File: config.mk
export PLATFORM = sky130hd
export DESIGN_NAME = alu_nzp_unit
export DESIGN_NICKNAME = d
export VERILOG_FILES = /design/src/rtl/opu_pkg.sv /design/src/rtl/opu_decode.sv /design/src/rtl/opu_alu.sv /design/src/rtl/opu_ccreg.sv /design/src/rtl/alu_nzp_unit.sv
export SDC_FILE = /design/constraint.sdc
export NUM_CORES = 1
export LEC_CHECK = 0
export CORE_UTILIZATION = 41
export DETAILED_ROUTE_END_ITERATION = 6
export PLACE_DENSITY = 0.95
export SKIP_LAST_GASP = 1
export SLEW_MARGIN = 0
export SYNTH_ARGS = -nofsm -noshare
export SYNTH_HDL_FRONTEND = slang
export SYNTH_SLANG_ARGS = --single-unit
File: constraint.sdc
create_clock -name clk -period 12.9 [get_ports clk]
set_input_delay 2.58 -clock clk [delete_from_list [all_inputs] [get_ports clk]]
set_output_delay 2.58 -clock clk [all_outputs]
set_load 0.03 [all_outputs]
File: src/rtl/opu_pkg.sv
package opu_pkg;

    localparam int DATA_W = 16;
    localparam int IMM_W  = 5;
    localparam int RIDX_W = 3;
    localparam int OPC_W  = 4;
    localparam int CC_W   = 3;

    localparam int OPC_LSB  = DATA_W - OPC_W;
    localparam int DST_LSB  = OPC_LSB - RIDX_W;
    localparam int SRCA_LSB = DST_LSB - RIDX_W;
    localparam int MODE_BIT = IMM_W;

    localparam logic [OPC_W-1:0] OPC_ADD = 4'b0001;
    localparam logic [OPC_W-1:0] OPC_AND = 4'b0101;
    localparam logic [OPC_W-1:0] OPC_NOT = 4'b1001;

    typedef enum logic [1:0] {
        K_NONE = 2'd0,
        K_ADD  = 2'd1,
        K_AND  = 2'd2,
        K_NOT  = 2'd3
    } op_kind_e;

    typedef struct packed {
        op_kind_e            kind;
        logic                use_imm;
        logic [RIDX_W-1:0]   dst;
        logic [RIDX_W-1:0]   src_a_idx;
        logic [RIDX_W-1:0]   src_b_idx;
        logic [DATA_W-1:0]   imm;
    } dec_t;

    typedef struct packed {
        logic n;
        logic z;
        logic p;
    } nzp_t;

    localparam nzp_t NZP_RESET = '{n: 1'b0, z: 1'b1, p: 1'b0};

    function automatic logic [DATA_W-1:0] sext_imm(input logic [IMM_W-1:0] f);
        return {{(DATA_W-IMM_W){f[IMM_W-1]}}, f};
    endfunction

    function automatic nzp_t classify(input logic [DATA_W-1:0] v);
        nzp_t r;
        r.n = v[DATA_W-1];
        r.z = (v == '0);
        r.p = !v[DATA_W-1] && (v != '0);
        return r;
    endfunction

endpackage

File: src/rtl/opu_decode.sv
module opu_decode
    import opu_pkg::*;
(
    input  logic              valid,
    input  logic [DATA_W-1:0] word,
    output dec_t              dec
);
    logic [OPC_W-1:0] opc;

    always_comb begin
        opc           = word[DATA_W-1:OPC_LSB];
        dec.dst       = word[OPC_LSB-1:DST_LSB];
        dec.src_a_idx = word[DST_LSB-1:SRCA_LSB];
        dec.src_b_idx = word[RIDX_W-1:0];
        dec.use_imm   = word[MODE_BIT];
        dec.imm       = sext_imm(word[IMM_W-1:0]);
        dec.kind      = K_NONE;
        if (valid) begin
            unique case (opc)
                OPC_ADD: dec.kind = K_ADD;
                OPC_AND: dec.kind = K_AND;
                OPC_NOT: dec.kind = K_NOT;
                default: dec.kind = K_NONE;
            endcase
        end
    end
endmodule

File: src/rtl/opu_alu.sv
module opu_alu
    import opu_pkg::*;
(
    input  dec_t              dec,
    input  logic [DATA_W-1:0] a,
    input  logic [DATA_W-1:0] b,
    output logic [DATA_W-1:0] y,
    output logic              we
);
    logic [DATA_W-1:0] opnd_b;

    always_comb begin
        opnd_b = dec.use_imm ? dec.imm : b;
        unique case (dec.kind)
            K_ADD:   y = a + opnd_b;
            K_AND:   y = a & opnd_b;
            K_NOT:   y = ~a;
            default: y = '0;
        endcase
        we = (dec.kind != K_NONE);
    end
endmodule

File: src/rtl/opu_ccreg.sv
module opu_ccreg
    import opu_pkg::*;
(
    input  logic              clk,
    input  logic              rst,
    input  logic              wr_valid,
    input  logic [DATA_W-1:0] wr_data,
    input  logic              ld_valid,
    input  logic [DATA_W-1:0] ld_data,
    output nzp_t              flags
);
    nzp_t nxt;

    always_comb begin
        nxt = flags;
        if (wr_valid)
            nxt = classify(wr_data);
        else if (ld_valid)
            nxt = classify(ld_data);
    end

    always_ff @(posedge clk) begin
        if (rst)
            flags <= NZP_RESET;
        else
            flags <= nxt;
    end
endmodule

File: src/rtl/alu_nzp_unit.sv
module alu_nzp_unit
    import opu_pkg::*;
(
    input  logic              clk,
    input  logic              rst,
    input  logic              op_valid,
    input  logic [DATA_W-1:0] instr,
    input  logic [DATA_W-1:0] src_a,
    input  logic [DATA_W-1:0] src_b,
    input  logic              ld_valid,
    input  logic [DATA_W-1:0] ld_data,
    output logic [RIDX_W-1:0] rd_idx_a,
    output logic [RIDX_W-1:0] rd_idx_b,
    output logic [DATA_W-1:0] res_data,
    output logic [RIDX_W-1:0] res_dst,
    output logic              res_we,
    output logic [CC_W-1:0]   cc
);
    dec_t dec;
    nzp_t flags;

    opu_decode u_dec (
        .valid (op_valid),
        .word  (instr),
        .dec   (dec)
    );

    opu_alu u_alu (
        .dec (dec),
        .a   (src_a),
        .b   (src_b),
        .y   (res_data),
        .we  (res_we)
    );

    opu_ccreg u_cc (
        .clk      (clk),
        .rst      (rst),
        .wr_valid (res_we),
        .wr_data  (res_data),
        .ld_valid (ld_valid),
        .ld_data  (ld_data),
        .flags    (flags)
    );

    assign rd_idx_a = dec.src_a_idx;
    assign rd_idx_b = dec.src_b_idx;
    assign res_dst  = dec.dst;
    assign cc       = {flags.n, flags.z, flags.p};
endmodule

# Word level (Yosys, flattened, before mapping)
# Index checks and enable logic that the tools add are counted.
[classes] add_sub_neg=1 n_eq_ne=6 n_mux=6 bitwise=2 reduce_logical=10
[ops] operator="$pmux W16 S3" count=1
[ops] operator="$logic_not A16 Y1" count=2
[ops] operator="$reduce_bool A16 Y1" count=2
[ops] operator="$add A16 B16 Y16" count=1
[ops] operator="$and A16 B16 Y16" count=1
[ops] operator="$mux W16" count=1
[ops] operator="$not A16 Y16" count=1
[ops] operator="$mux W3" count=2
[ops] operator="$pmux W2 S3" count=1
[ops] operator="$eq A2 B2 Y1 const B" count=2
[ops] operator="$eq A4 B1 Y1 const B" count=1
[ops] operator="$eq A4 B3 Y1 const B" count=1
[ops] operator="$eq A4 B4 Y1 const B" count=1
[ops] operator="$reduce_bool A2 Y1" count=2
[ops] operator="$eq A2 B1 Y1 const B" count=1
[ops] operator="$logic_and A1 B1 Y1" count=2
[ops] operator="$logic_not A1 Y1" count=2
[ops] operator="$mux W2" count=1
[word_totals] reg_bits=3 input_bits=68 output_inout_bits=29 elab_cells=28

# Longest topological paths before layout
[depth] depth_word=8 ltp_mapped=15 mapped_depth_nobuf=13

# Modules after synthesis
# Synthesis repeated with hierarchy kept, for this count alone.
[hier_totals] hier_cells=238 hier_area_um2=1736.7
[modules_own_cells] module="opu_alu" n_inst=1 cells_each=181 area_each_um2=1311.3
[modules_own_cells] module="opu_decode" n_inst=1 cells_each=30 area_each_um2=219.0
[modules_own_cells] module="opu_ccreg" n_inst=1 cells_each=27 area_each_um2=206.4

# Worst setup path after synthesis
# Ideal clock, no wire load.
[synth_path] kind="in2out" startpoint="input port instr[5]" endpoint="output port res_data[13]" arrival_ps=5386 t_required_ps=10320 path_slack_ps=4934 path_stages=11 n_path_buf=3 path_cell_list="clkbuf_1 clkbuf_1 o21ai_0 ha_1 clkbuf_1 a211oi_1 o21bai_1 a2111oi_1 o21ai_0 xnor2_1 o22ai_1"
[synth_via] elab_chain_cells=3
[synth_lines] element="from (decl)" line_no="alu_nzp_unit.sv:7" source="input logic [DATA_W-1:0] instr,"
[synth_lines] element="$mux W16 (*)" line_no="opu_alu.sv:13" source="opnd_b = dec.use_imm ? dec.imm : b;"
[synth_lines] element="$add A16 B16 Y16 / $and A16 B16 Y16 (equally long branches)" line_no="opu_alu.sv:15, opu_alu.sv:16"
[synth_lines] element="$pmux W16 S3 (*)" line_no="opu_alu.sv:14" source="unique case (dec.kind)"
[synth_lines] element="to (decl)" line_no="alu_nzp_unit.sv:14" source="output logic [DATA_W-1:0] res_data,"
# Every way passes the cells marked *; elsewhere a longest branch is shown, timed or not.

# Final worst setup path
[layout_path] startpoint="input port instr[5]" endpoint="output port res_data[15]"
# The elaborated chain is that of the path after synthesis.

==> results.md <==
- Cts repair resizes: 0
- Final setup violation count: 0
- Number of flip-flops under the largest register name: 3
- Clock transition at the registers of the reported paths: 0.03 ns
- P&R area growth vs syn: 53.7%
- Number of synthesized register bits: 3
- Gr usage total: 24.8%
- YS warnings: 0
- Worst skew pair latency: 0.21 ns
- Largest regs: u_cc.flags x3
- Routed Wire Length: 5.11 mm
- RSZ-0062 raised after global routing: false
- Slew @ Worst Pin: 0.942 ns
- Setup crit start kind: input port
- R2r startpoint: u_cc.flags[1]$_SDFFE_PP1P_
- Final Cycle Share: 74.2%
- TritonCTS clock tree: yes
- Ports: 97
- Initial Util: 44.4%
- Drt first pass iters: 4
- Setup_tns: 0 ns
- Critical Path Source: instr[5]
- Post-synth top cells: nor2_1, a21oi_1, o21ai_0, inv_1, ha_1
- Post-DP HPWL: 4.14 mm
- End-of-flow core utilization: 68.3%
- Avg Cell Area, Syn: 6.45 sq um
- Post-Syn Area: 1540 sq um
- Yosys cell types: 52
- Die Span Y: 63.3 microns
- Worst Path Required: 10.32 ns
- Cells on worst reg2reg path: 3
- # rows: 21
- Fillers: 317
- Iteration-0 DRC Markers: 72
- Ant diodes: 0
- Setup bufs post-CTS: 0
- Syn nets: 324
- Via count: 2058
- Initial antenna violation count: 0
- Routed len/inst: 14.5 microns
- Synth Instances: 239
- Root buf cell: clkbuf_8
- Worst-case clock buffer depth: 2
- Top reg by flops: u_cc.flags
- Peak fanout along the critical path: 17
- Max-slew violation count: 0
- Hold Fails Final Rpt: 0
- Kind of critical path: in -> out
- Vias per cell: 5.83
- Port bufs: 84
- Leak: 0.000967 uW
- GRT overflow: 0
- Count leader, synth: nor2_1
- Peak supply drop: 0.0000226 V
- Rel. slew slack: 37.1%
- Num CTS Buffers: 3
- EDFF count, synth: 0
- Final Skew: 0 ns
- Top_reg_cell synth: dfxtp_1
- H-tree levels: 1
- Asr flop ratio synth: 0%
- ANT nets after route: 0
- Area leader, netlist: ha_1
- Worst flop-to-flop path endpoint: u_cc.flags[1]$_SDFFE_PP1P_
- First-pass GRT wire length: 8.17 mm
- P per Cell Area: 55.8 nW/um^2
- Die area: 4010 sq um
- Nets: 393
- Yosys top cell area share: 13.0%
- Max Cap Viol: 0
- DR DRC count: 0
- CTS Sinks: 3
- Crit path capture type: primary output
- Worst hold path class: reg -> reg
- Share of cells above drive strength 1: 3.26%
- Seq/Total Area, Yosys: 3.90%
- Worst path arrival time: 6.99 ns
- Fmax: 104 MHz
- Core area: 3470 sq um
- Die width: 63.3 microns
- Routability congestion estimate: 0.974
- Pin count of the biggest net entering global routing: 18
- Vias in the first global route: 1879
- CP Capture Point: res_data[15]
- Shortest period the worst path allows: 9.57 ns
- Worst R2R Setup Slack: 11.99 ns
- # hold bufs at CTS: 0
- Status: finished, final reports clean
- Top cells by area, synth: ha_1, a21oi_1, o21ai_0
==> how the worst min path moves through the flow <==
stage,start,end,cells after the start
finish,u_cc.flags[1]$_SDFFE_PP1P_,u_cc.flags[1]$_SDFFE_PP1P_,3
global route,u_cc.flags[1]$_SDFFE_PP1P_,u_cc.flags[1]$_SDFFE_PP1P_,3
CTS,u_cc.flags[1]$_SDFFE_PP1P_,u_cc.flags[1]$_SDFFE_PP1P_,3
detailed placement,u_cc.flags[1]$_SDFFE_PP1P_,u_cc.flags[1]$_SDFFE_PP1P_,3
global placement,u_cc.flags[1]$_SDFFE_PP1P_,u_cc.flags[1]$_SDFFE_PP1P_,3
floorplan,u_cc.flags[0]$_SDFFE_PP0P_,u_cc.flags[0]$_SDFFE_PP0P_,3
==> report_power, final <==
group	switching, uW	internal [uW]	total, uW	leakage [uW]
registers	0.442	10.2	10.7	0.0000249
logic	47.9	47.3	95.2	0.000920
clock network	5.43	21.0	26.4	0.0000228
total	53.8	78.5	132	0.000967
==> cell usage in the layout, fill, tap and decap left out, types with 3 or more instances in the layout <==
cell type	synthesis	routed
nor2_1	28	28
nand2b_1	5	5
xor2_1	4	4
inv_1	22	22
ha_1	16	16
nor4_1	4	4
a211oi_1	3	3
clkbuf_8	0	3
a21oi_1	24	24
nand2_1	15	15
clkdlybuf4s50_1	0	84
a31oi_1	4	4
nor2b_1	5	5
o22ai_1	12	12
mux2_2	4	4
o21ai_0	24	24
xnor2_1	5	5
dfxtp_1	3	3
o21bai_1	3	3
==> critical path, stage by stage <==
cell,delay [ns]
clkdlybuf4s50_1,0.87
nand2_1,0.39
o21ai_0,0.18
ha_1,0.36
a211oi_1,0.30
o21bai_1,0.14
a2111oi_1,0.61
o21bai_1,0.17
a21oi_1,0.18
xnor2_1,0.15
a21oi_1,0.11
nand2b_1,0.20
inv_1,0.08
clkdlybuf4s50_1,0.66
==> logic make-up after synthesis <==
| kind of cell | Yosys count | synth area share [%] |
|---|---|---|
| buf+inv | 42 | 12.8 |
| mux | 6 | 4.30 |
| fa+ha+maj | 17 | 14.3 |
| simple gates | 74 | 24.3 |
| flops | 3 | 3.90 |
| xor+xnor | 9 | 5.11 |
| compound gates | 88 | 35.3 |
==> final cells by class <==
type,count,area (sq um),area share [%]
sequential,3,60.1,2.53
timing repair buffer,84,841,35.5
multi-input combinational,194,1280,54.2
tap,46,57.6,2.43
inverter,22,82.6,3.48
clock buffer,4,45.0,1.90
==> routing by layer <==
metal,vias up,global-route usage (%),share of wire [%]
li1,1004,-,-
met1,927,30.5,40
met2,113,43.4,48
met3,14,3.62,9.1
met4,0,8.81,2.0
met5,-,0,0
==> metrics by stage <==
step,setup WS (ns),cells,instance area (sq um),power (uW),hold WS (ns)
2_1_floorplan,4.93,239,1540,72.8,0.797
3_3_place_gp,3.55,349,2320,102,0.649
3_5_place_dp,3.37,349,2320,105,0.685
4_1_cts,3.34,353,2370,132,0.694
5_1_grt,2.97,353,2370,143,0.727
6_report,3.33,353,2370,132,0.689
Power figures use the tool's default switching activity.
